**config.mk**
```make
export PLATFORM = sky130hd
export DESIGN_NAME = adc_seq_ctrl
export DESIGN_NICKNAME = d
export VERILOG_FILES = /design/src/rtl/adc_ctl_pkg.sv /design/src/rtl/adc_tick_gen.sv /design/src/rtl/adc_seq_fsm.sv /design/src/rtl/adc_quant.sv /design/src/rtl/adc_seq_ctrl.sv
export SDC_FILE = /design/constraint.sdc
export NUM_CORES = 2
export LEC_CHECK = 0
export BUFFER_PORTS_ARGS = -buffer_cell sky130_fd_sc_hd__clkbuf_2
export CORE_MARGIN = 10
export CORE_UTILIZATION = 60
export CTS_BUF_LIST = sky130_fd_sc_hd__clkbuf_4
export DETAILED_ROUTE_END_ITERATION = 7
export GPL_TIMING_DRIVEN = 0
export PLACE_DENSITY = 0.81
export SYNTH_ARGS = -nofsm -noshare
export SYNTH_HDL_FRONTEND = slang
export SYNTH_HIERARCHICAL = 1
export SYNTH_SLANG_ARGS = --single-unit
```
**constraint.sdc**
```tcl
create_clock -name clk -period 154.1 [get_ports clk]
set_input_delay 7.705 -clock clk [delete_from_list [all_inputs] [get_ports clk]]
set_output_delay 7.705 -clock clk [all_outputs]
set_load 0.02 [all_outputs]
```
**src/rtl/adc_ctl_pkg.sv**
```systemverilog
package adc_ctl_pkg;
   localparam int BIT_CONV   = 13;
   localparam int BIT_RST    = 16;
   localparam int BIT_EN     = 17;
   localparam int BIT_FLAG   = 18;
   localparam int BIT_REFSEL = 19;
   localparam int BIT_IE     = 21;
   localparam int MUX_LSB    = 24;
   localparam int DIV_LSB    = 1;
   localparam int REG_W      = 32;

   typedef enum logic [1:0] {
      SEQ_IDLE = 2'd0,
      SEQ_CONV = 2'd1,
      SEQ_RST  = 2'd2
   } seq_state_e;
endpackage

```
**src/rtl/adc_tick_gen.sv**
```systemverilog
module adc_tick_gen #(
   parameter int DIV_W     = 8,
   parameter int PRE_SHIFT = 0
) (
   input  logic             clk,
   input  logic             rst_n,
   input  logic             restart,
   input  logic [DIV_W-1:0] div,
   output logic             tick
);
   localparam int CNT_W = DIV_W + 2 + PRE_SHIFT;

   if (DIV_W < 1) begin : g_bad_div
      $error("adc_tick_gen: DIV_W must be at least 1");
   end
   if (PRE_SHIFT < 0) begin : g_bad_shift
      $error("adc_tick_gen: PRE_SHIFT must not be negative");
   end

   logic [CNT_W-1:0] cnt_q;
   logic [CNT_W-1:0] period;
   logic [CNT_W-1:0] last;

   always_comb begin
      period = (CNT_W'(div) + CNT_W'(1)) << (PRE_SHIFT + 1);
      last   = period - CNT_W'(1);
      tick   = (cnt_q == last);
   end

   always_ff @(posedge clk) begin
      if (!rst_n)                cnt_q <= '0;
      else if (restart || tick)  cnt_q <= '0;
      else                       cnt_q <= cnt_q + CNT_W'(1);
   end
endmodule

```
**src/rtl/adc_seq_fsm.sv**
```systemverilog
module adc_seq_fsm
   import adc_ctl_pkg::*;
#(
   parameter int CONV_CYC = 20,
   parameter int RST_CYC  = 10
) (
   input  logic clk,
   input  logic rst_n,
   input  logic start_conv,
   input  logic start_rst,
   input  logic tick,
   output logic busy,
   output logic resetting,
   output logic conv_done,
   output logic rst_done
);
   localparam int MAX_CYC = (CONV_CYC > RST_CYC) ? CONV_CYC : RST_CYC;
   localparam int CW      = $clog2(MAX_CYC + 1);

   if (CONV_CYC < 1 || RST_CYC < 1) begin : g_bad_len
      $error("adc_seq_fsm: cycle counts must be positive");
   end

   seq_state_e    state_q;
   logic [CW-1:0] cnt_q;

   always_comb begin
      busy      = (state_q == SEQ_CONV);
      resetting = (state_q == SEQ_RST);
      conv_done = busy && tick && (cnt_q == CW'(CONV_CYC - 1)) && !start_rst;
      rst_done  = resetting && tick && (cnt_q == CW'(RST_CYC - 1));
   end

   always_ff @(posedge clk) begin
      if (!rst_n) begin
         state_q <= SEQ_IDLE;
         cnt_q   <= '0;
      end else if (start_rst) begin
         state_q <= SEQ_RST;
         cnt_q   <= '0;
      end else if (start_conv && state_q == SEQ_IDLE) begin
         state_q <= SEQ_CONV;
         cnt_q   <= '0;
      end else if (conv_done || rst_done) begin
         state_q <= SEQ_IDLE;
         cnt_q   <= '0;
      end else if (tick && state_q != SEQ_IDLE) begin
         cnt_q   <= cnt_q + CW'(1);
      end
   end
endmodule

```
**src/rtl/adc_quant.sv**
```systemverilog
module adc_quant #(
   parameter int NCH    = 8,
   parameter int VAL_W  = 32,
   parameter int CODE_W = 10,
   parameter int SEL_W  = $clog2(NCH)
) (
   input  logic [NCH*VAL_W-1:0] ch_bus,
   input  logic [SEL_W-1:0]     sel,
   input  logic [VAL_W-1:0]     ref_val,
   output logic [CODE_W-1:0]    code
);
   localparam int PROD_W = VAL_W + CODE_W;
   localparam logic [PROD_W-1:0] FULL = PROD_W'((1 << CODE_W) - 1);

   logic [VAL_W-1:0]  ch_arr [NCH];
   logic [VAL_W-1:0]  vin;
   logic [PROD_W-1:0] scaled;
   logic [PROD_W-1:0] quot;

   for (genvar g = 0; g < NCH; g++) begin : g_slice
      assign ch_arr[g] = ch_bus[g*VAL_W +: VAL_W];
   end

   always_comb begin
      vin    = ch_arr[sel];
      scaled = {vin, CODE_W'(0)};
      if (ref_val == '0) quot = {PROD_W{1'b1}};
      else               quot = scaled / PROD_W'(ref_val);
      code   = (quot > FULL) ? FULL[CODE_W-1:0] : quot[CODE_W-1:0];
   end
endmodule

```
**src/rtl/adc_seq_ctrl.sv**
```systemverilog
module adc_seq_ctrl
   import adc_ctl_pkg::*;
#(
   parameter int NCH       = 8,
   parameter int VAL_W     = 32,
   parameter int CODE_W    = 10,
   parameter int DIV_W     = 8,
   parameter int PRE_SHIFT = 0,
   parameter int CONV_CYC  = 20,
   parameter int RST_CYC   = 10,
   parameter int ADDR_W    = 3
) (
   input  logic                 clk,
   input  logic                 rst_n,
   input  logic                 bus_sel,
   input  logic                 bus_wr,
   input  logic [ADDR_W-1:0]    bus_addr,
   input  logic [31:0]          bus_wdata,
   output logic [31:0]          bus_rdata,
   input  logic [NCH*VAL_W-1:0] ch_uv,
   input  logic [VAL_W-1:0]     int_ref_uv,
   input  logic [VAL_W-1:0]     ext_ref_uv,
   output logic                 irq
);
   localparam int SEL_W = (NCH > 1) ? $clog2(NCH) : 1;
   localparam logic [ADDR_W-1:0] OFS_CTL = ADDR_W'(0);
   localparam logic [ADDR_W-1:0] OFS_RES = ADDR_W'(4);

   if ((1 << SEL_W) != NCH) begin : g_bad_nch
      $error("adc_seq_ctrl: NCH must be a power of two, at least 2");
   end
   if (MUX_LSB + SEL_W > REG_W) begin : g_bad_sel
      $error("adc_seq_ctrl: channel field exceeds the register");
   end
   if (DIV_LSB + DIV_W > BIT_CONV) begin : g_bad_divw
      $error("adc_seq_ctrl: divider field overlaps the convert bit");
   end
   if (CODE_W > REG_W || ADDR_W < 3) begin : g_bad_geom
      $error("adc_seq_ctrl: result width or address width out of range");
   end

   logic [SEL_W-1:0]  mux_q;
   logic [DIV_W-1:0]  div_q;
   logic              ie_q, refsel_q, en_q, flag_q;
   logic [CODE_W-1:0] res_q;
   logic [CODE_W-1:0] code;
   logic [VAL_W-1:0]  ref_sel;
   logic              seq_busy, seq_rst, conv_done, rst_done, tick;
   logic              ctl_hit, res_hit, wr_ctl, start_conv, start_rst;
   logic [31:0]       ctl_rd;
   logic              wdata_unused;

   assign wdata_unused = ^bus_wdata;

   always_comb begin
      ctl_hit    = bus_sel && (bus_addr == OFS_CTL);
      res_hit    = bus_sel && (bus_addr == OFS_RES);
      wr_ctl     = ctl_hit && bus_wr;
      start_rst  = wr_ctl && bus_wdata[BIT_RST] && !seq_rst;
      start_conv = wr_ctl && bus_wdata[BIT_CONV] && bus_wdata[BIT_EN]
                   && !bus_wdata[BIT_RST] && !seq_rst && !seq_busy;
      ref_sel    = refsel_q ? int_ref_uv : ext_ref_uv;
   end

   adc_tick_gen #(.DIV_W(DIV_W), .PRE_SHIFT(PRE_SHIFT)) i_tick (
      .clk     (clk),
      .rst_n   (rst_n),
      .restart (start_conv || start_rst),
      .div     (div_q),
      .tick    (tick)
   );

   adc_seq_fsm #(.CONV_CYC(CONV_CYC), .RST_CYC(RST_CYC)) i_fsm (
      .clk        (clk),
      .rst_n      (rst_n),
      .start_conv (start_conv),
      .start_rst  (start_rst),
      .tick       (tick),
      .busy       (seq_busy),
      .resetting  (seq_rst),
      .conv_done  (conv_done),
      .rst_done   (rst_done)
   );

   adc_quant #(.NCH(NCH), .VAL_W(VAL_W), .CODE_W(CODE_W), .SEL_W(SEL_W)) i_quant (
      .ch_bus  (ch_uv),
      .sel     (mux_q),
      .ref_val (ref_sel),
      .code    (code)
   );

   always_ff @(posedge clk) begin
      if (!rst_n) begin
         mux_q    <= '0;
         div_q    <= '0;
         ie_q     <= 1'b0;
         refsel_q <= 1'b0;
         en_q     <= 1'b0;
         flag_q   <= 1'b0;
         res_q    <= '0;
      end else begin
         if (wr_ctl) begin
            mux_q    <= bus_wdata[MUX_LSB +: SEL_W];
            div_q    <= bus_wdata[DIV_LSB +: DIV_W];
            ie_q     <= bus_wdata[BIT_IE];
            refsel_q <= bus_wdata[BIT_REFSEL];
            en_q     <= bus_wdata[BIT_EN];
         end
         if (rst_done) en_q <= 1'b0;

         if (start_rst || seq_rst)                flag_q <= 1'b0;
         else if (conv_done)                      flag_q <= 1'b1;
         else if (wr_ctl && bus_wdata[BIT_FLAG])  flag_q <= 1'b0;

         if (conv_done) res_q <= code;
      end
   end

   always_comb begin
      ctl_rd                        = '0;
      ctl_rd[MUX_LSB +: SEL_W]      = mux_q;
      ctl_rd[DIV_LSB +: DIV_W]      = div_q;
      ctl_rd[BIT_IE]                = ie_q;
      ctl_rd[BIT_REFSEL]            = refsel_q;
      ctl_rd[BIT_FLAG]              = flag_q;
      ctl_rd[BIT_EN]                = en_q;
      ctl_rd[BIT_RST]               = seq_rst;
      ctl_rd[BIT_CONV]              = seq_busy;
      if (res_hit)      bus_rdata = 32'(res_q);
      else if (ctl_hit) bus_rdata = ctl_rd;
      else              bus_rdata = '0;
      irq = flag_q && ie_q;
   end
endmodule

```
After elaboration in Yosys (flattened, before gate mapping)

Cells that the tools add are included.

Flip-flop bits (word level): 42
Input port bits: 359
Output and inout bits: 33
Word-level logic and storage cells: 78

Add/subtract/negate cells: 4
Div/mod/pow operators: 1
$lt $le $gt $ge: 2
Equality and inequality tests: 6
Mux-type cells: 13
Bitwise logic cells: 2
Reductions and logical operators: 39

Operators by type and width:

| operator                                                        | number |
|---|---|
| binary-select mux 32 bit (select 3 bit)                         | 1 |
| 2-to-1 mux 32 bit                                               | 3 |
| 2-to-1 mux 27 bit                                               | 2 |
| divider 42 x 32 -> 42 bit                                       | 1 |
| greater-than comparator 42 x 10 -> 1 bit, second input constant | 1 |
| 2-to-1 mux 42 bit                                               | 1 |
| logical NOT 32 bit                                              | 1 |
| logical AND 1 bit                                               | 19 |
| adder 10 x 1 -> 10 bit, second input constant                   | 1 |
| equality test 10 bit                                            | 1 |
| 2-to-1 mux 10 bit                                               | 1 |
| subtractor 10 x 1 -> 10 bit, second input constant              | 1 |
| adder 8 x 1 -> 9 bit, second input constant                     | 1 |
| OR reduction 2 bit                                              | 4 |
| 2-to-1 mux 2 bit                                                | 3 |
| nonzero test 2 bit                                              | 3 |
| adder 5 x 1 -> 5 bit, second input constant                     | 1 |
| equality test 5 x 4 -> 1 bit, second input constant             | 1 |
| equality test 5 bit, second input constant                      | 1 |
| >= comparator 4 bit, second input constant                      | 1 |
| logical NOT 1 bit                                               | 4 |
| logical OR 1 bit                                                | 4 |
| inverter 3 -> 4 bit                                             | 1 |
| OR reduction 4 bit                                              | 1 |
| 8 further kinds                                                 | 9 |

Longest topological paths before layout

Depth in word-level cells: 11
Mapped depth: 560
Depth with buffers taken out: 517

Hierarchy

Netlist, hierarchy kept.

Modules (own cells, without submodules):

| module       | times used | cells each | area each (um^2) | seq. area each (um^2) |
|---|---|---|---|---|
| adc_quant    | 1          | 7105       | 50687.4          | 0.0 |
| adc_seq_ctrl | 1          | 181        | 1654.1           | 500.5 |
| adc_tick_gen | 1          | 126        | 993.5            | 200.2 |
| adc_seq_fsm  | 1          | 44         | 441.7            | 140.1 |

Least setup slack after synthesis

No wires, ideal clock.

Path type: input to register
Start point: input port int_ref_uv[0]
End point: register res_q[0]
Library setup time: 0.128 ns
Data arrival time: 119.139 ns
Required time: 153.972 ns
Setup slack: 34.834 ns
Stages: 522
Path buffers: 78
Path through: mux2_2 clkbuf_1 inv_1 clkbuf_1 ha_1 a21oi_1 ha_1 o21ai_0 and2_1 o21ai_0 a41oi_4 nor2_1 inv_1 ha_1 nor2_1 a211oi_1 nand3_1 o21ai_0 [486 not listed] nand4_4 buf_2 mux2_4 ha_1 a21o_1 a21o_1 a21oi_1 o21ai_0 nand2_1 o211ai_1 a21oi_1 a21oi_1 a21oi_1 nand2_1 a21oi_1 o211ai_1 mux2i_1 nor2_1

Cells in the longest elaborated chain, start to end: 5
Elaborated cells between the ends (all ways): 6
Those cells by class: 1 x div; 1 x order compare; 3 x mux; 1 x reduce/logical

RTL lines:

| item                                                            | line                             | RTL |
|---|---|---|
| from (decl)                                                     | adc_seq_ctrl.sv:21               | `input logic [VAL_W-1:0] int_ref_uv,` |
| 2-to-1 mux 32 bit *                                             | adc_seq_ctrl.sv:62               | `ref_sel = refsel_q ? int_ref_uv : ext_ref_uv;` |
| divider 42 x 32 -> 42 bit or logical NOT 32 bit (tied branches) | adc_quant.sv:28, adc_quant.sv:27 |  |
| 2-to-1 mux 42 bit *                                             | adc_quant.sv:27                  | `if (ref_val == '0) quot = {PROD_W{1'b1}};` |
| greater-than comparator 42 x 10 -> 1 bit                        | adc_quant.sv:29                  | `code = (quot > FULL) ? FULL[CODE_W-1:0] : quot[CODE_W-1:0];` |
| 2-to-1 mux 10 bit *                                             | adc_quant.sv:29                  |  |
| via code[0]                                                     | adc_seq_ctrl.sv:46               | `logic [CODE_W-1:0] code;` |
| to (signal assigned)                                            | adc_seq_ctrl.sv:115              | `if (conv_done) res_q <= code;` |
| to (decl)                                                       | adc_seq_ctrl.sv:45               | `logic [CODE_W-1:0] res_q;` |

The timed path passes the listed nets; every way through them passes the cells marked *.
A chain may end at the register's enable or synchronous reset.

Final worst setup path

Start point: input port int_ref_uv[0]
End point: register res_q[0]

Cells in the longest elaborated chain, start to end: 5
Elaborated cells between the ends (all ways): 6
Those cells by class: 1 x div; 1 x order compare; 3 x mux; 1 x reduce/logical

RTL lines:

| item                                                            | line                             | RTL |
|---|---|---|
| 2-to-1 mux 32 bit *                                             | adc_seq_ctrl.sv:62               |  |
| via ref_sel[0]                                                  | adc_seq_ctrl.sv:47               | `logic [VAL_W-1:0] ref_sel;` |
| divider 42 x 32 -> 42 bit or logical NOT 32 bit (tied branches) | adc_quant.sv:28, adc_quant.sv:27 |  |
| 2-to-1 mux 42 bit *                                             | adc_quant.sv:27                  |  |
| greater-than comparator 42 x 10 -> 1 bit                        | adc_quant.sv:29                  |  |
| 2-to-1 mux 10 bit *                                             | adc_quant.sv:29                  |  |
| via code[0]                                                     | adc_seq_ctrl.sv:46               |  |

Marks and branches as above.

==> flow_metrics.env <==
export IMPL_syn2layout_area_growth_pct=7.436
export IMPL_hold_path_class="reg2reg"
export IMPL_gp_congestion=1.040
export IMPL_dr_pass1_iters=8
export IMPL_first_iter_violations=6314
export IMPL_ioPinCount=392
export IMPL_nets=9057
export IMPL_clkSlewWorstSetupHoldPaths_ns=0.13
export IMPL_synthMostInstantiatedCell="ha_1"
export IMPL_cp_required_ns=154.34
export IMPL_syn_avg_cell_area_um2=7.213
export IMPL_synth_top_area_share_pct=19.64
export IMPL_grt_overflow=0
export IMPL_clk_latency_ns=0.35
export IMPL_async_flop_share_pct=0
export IMPL_cp_end_kind="flop"
export IMPL_reg2reg_setup_slack_ns=13.38
export IMPL_die_y_um=319.4
export IMPL_grt_max_degree=43
export IMPL_num_vias=61430
export IMPL_core_um2=88650
export IMPL_drc_errors=0
export IMPL_slew_limit_headroom_pct=2.699
export IMPL_grt_pass1_wl_mm=312.0
export IMPL_critPathKind="in2reg"
export IMPL_multi_input_area_um2=51310
export IMPL_port_buffers=362
export IMPL_max_clock_freq_ghz=0.006850
export IMPL_crit_family="compound AO/OA/AOI/OAI gates"
export IMPL_ys_flop_type="dfxtp_1"
export IMPL_ys_types=128
export IMPL_grt_pass1_vias=56990
export IMPL_finalCritPeriodShare_pct=94.74
export IMPL_initial_utilization_pct=60.66
export IMPL_synth_largest_area_cell="ha_1"
export IMPL_wl_per_cell_um=22.86
export IMPL_ys_seq_area_share_pct=1.564
export IMPL_startpoint_type="input pin"
export IMPL_fin_skew_ns=0.01195
export IMPL_ys_top_cells_by_area="ha_1, mux2_2, xnor2_1, a21oi_1, nor2_1"
export IMPL_final_setup_viol_count=0
export IMPL_drv_cap=0
export IMPL_h_tree_depth=2
export IMPL_cts_hold_buffers=0
export IMPL_clockRootBuffer="clkbuf_4"
export IMPL_dieArea_um2=102000
export IMPL_period_minus_slack_ns=145.99
export IMPL_status="finished clean"
export IMPL_maxSlewViolCount=0
export IMPL_path_max_fanout=19
export IMPL_finalHoldViolations=0
export IMPL_synthCells=7456
export IMPL_track_usage_pct=37.49
export IMPL_utilization_pct=65.17
export IMPL_synth_edf_count=0
export IMPL_totalWireLength_mm=206.2
export IMPL_worst_pin_slew_ns=1.460
export IMPL_synth_common_cells="ha_1, a21oi_1, nor2_1, nand2_1, o21ai_0"
export IMPL_fin_tns_setup_ns=0
export IMPL_clockBufferDepth=2
export IMPL_antenna_found_initial=1
export IMPL_ys_warn_count=6
export IMPL_drt_antenna_violating_nets=0
export IMPL_drive_gt1_share_pct=13.85
export IMPL_cp_arrival_ns=146.23
export IMPL_cts_tree="built"
export IMPL_via_per_inst=6.811
export IMPL_cts_buffers=5
export IMPL_final_seq_area_um2=840.8
export IMPL_hpwl_mm=170.0
export IMPL_syn_area_um2=53780
export IMPL_rows=109
export IMPL_crit_buf_inv=88
export IMPL_clock_sinks=42
export IMPL_synth_seq_cells=42
export IMPL_die_w_um=319.4
export IMPL_slowest_delay_ns=0.61
export IMPL_crit_slowest_cell="clkbuf_1"
export IMPL_rsz0062_at_grt="no"
export IMPL_fillCellCount=8141
==> cell type report <==
class                   instances  area share [%]
multi-input cells            6944           88.80
repair buffers                380           3.673
well taps                    1165           2.523
inverters                     274           1.802
plain buffers                 206           1.613
flip-flops and latches         42           1.455
clock buffers                   5         0.06497
clock inverters                 2         0.05847
diodes                          2        0.008663
==> worst register-to-register path, delay by kind of cell, from the launching register on <==
family	cells	cell delay (ns)
multiplexers	12	4.65
adder cells (fa/ha/maj)	42	14.16
AO/OA/AOI/OAI	255	62.51
flip-flops	1	0.33
AND/OR/NAND/NOR	123	27.92
buffers and inverters	86	31.04
==> what timing repair did <==
action	CTS	global route
gates resized for setup	0	105
setup endpoints to repair	0	3
setup buffers	0	2
==> cell usage in the layout (no fill, tap or decap), types with 22 or more instances in the layout <==
master	count
ha_1	844
a21oi_1	665
nor2_1	661
nand2_1	656
o21ai_0	421
clkbuf_2	396
xnor2_1	388
mux2_2	328
a21o_1	305
inv_1	249
o21a_1	236
xor2_1	211
nor3_1	204
nand3_1	193
nor2b_1	121
nand2b_1	107
nand4_1	105
clkbuf_1	103
o31ai_1	84
or3_1	83
mux2i_1	77
o211ai_1	76
and2_1	75
a31oi_1	71
and3_1	70
a211oi_1	65
mux4_2	64
o21bai_1	59
or2_2	48
dfxtp_1	42
a21boi_0	39
nor4_1	36
a211o_1	32
buf_2	28
and4_1	28
o31a_1	28
buf_1	23
nor3b_1	22
==> logic make-up (layout without fill, tap and decap cells) <==
logic type | count (synthesis) | count (layout) | share of synthesized area, %
adder cells (fa/ha/maj) | 845 | 845 | 19.67
other | 1 | 15 | 0.006973
multiplexers | 489 | 489 | 11.49
buffers and inverters | 482 | 867 | 3.571
AO/OA/AOI/OAI | 2457 | 2457 | 30.43
AND/OR/NAND/NOR | 2541 | 2541 | 23.50
XOR/XNOR | 599 | 599 | 9.756
flip-flops | 42 | 42 | 1.564
==> sequential cells by signal, summed over array words and instances (netlist names) <==
register and cells:
i_fsm/cnt_q 5, flag_q 1, div_q 8, i_tick/cnt_q 10, en_q 1, res_q 10
i_fsm/state_q 2, mux_q 3, ie_q 1, refsel_q 1
==> through the flow <==
| stage | instances | hold WS, ns | worst slack, ns | area [µm²] |
|---|---|---|---|---|
| floorplan | 7468 | 0.4420 | 34.83 | 53820 |
| global placement | 8995 | 0.4650 | 0.1888 | 57090 |
| finish | 9020 | 0.4904 | 8.110 | 57780 |
| global route | 9018 | 0.5350 | 0.1573 | 57770 |
| detailed placement | 9009 | 0.4733 | 1.626 | 57390 |
| CTS | 9016 | 0.4904 | 1.360 | 57470 |
==> routing by layer <==
metal  GRT usage [%]  up-vias  part of all wire, %
li1                -    28970                    -
met1           46.69    28540                   40
met2           61.31     3239                   44
met3           6.618      680                   10
met4           19.41        2                  6.0
met5               0        -               0.0053
==> worst paths after layout <==
path                      start  endpoint  cells after the start
setup / recovery  int_ref_uv[0]  res_q[0]                    518
hold / removal         div_q[5]  div_q[5]                      2
setup reg to reg       refsel_q  res_q[0]                    518
hold reg to reg        div_q[5]  div_q[5]                      2
Power is not shown: default switching activity piles up to over one toggle a cycle in this logic, so the estimate is an artifact.
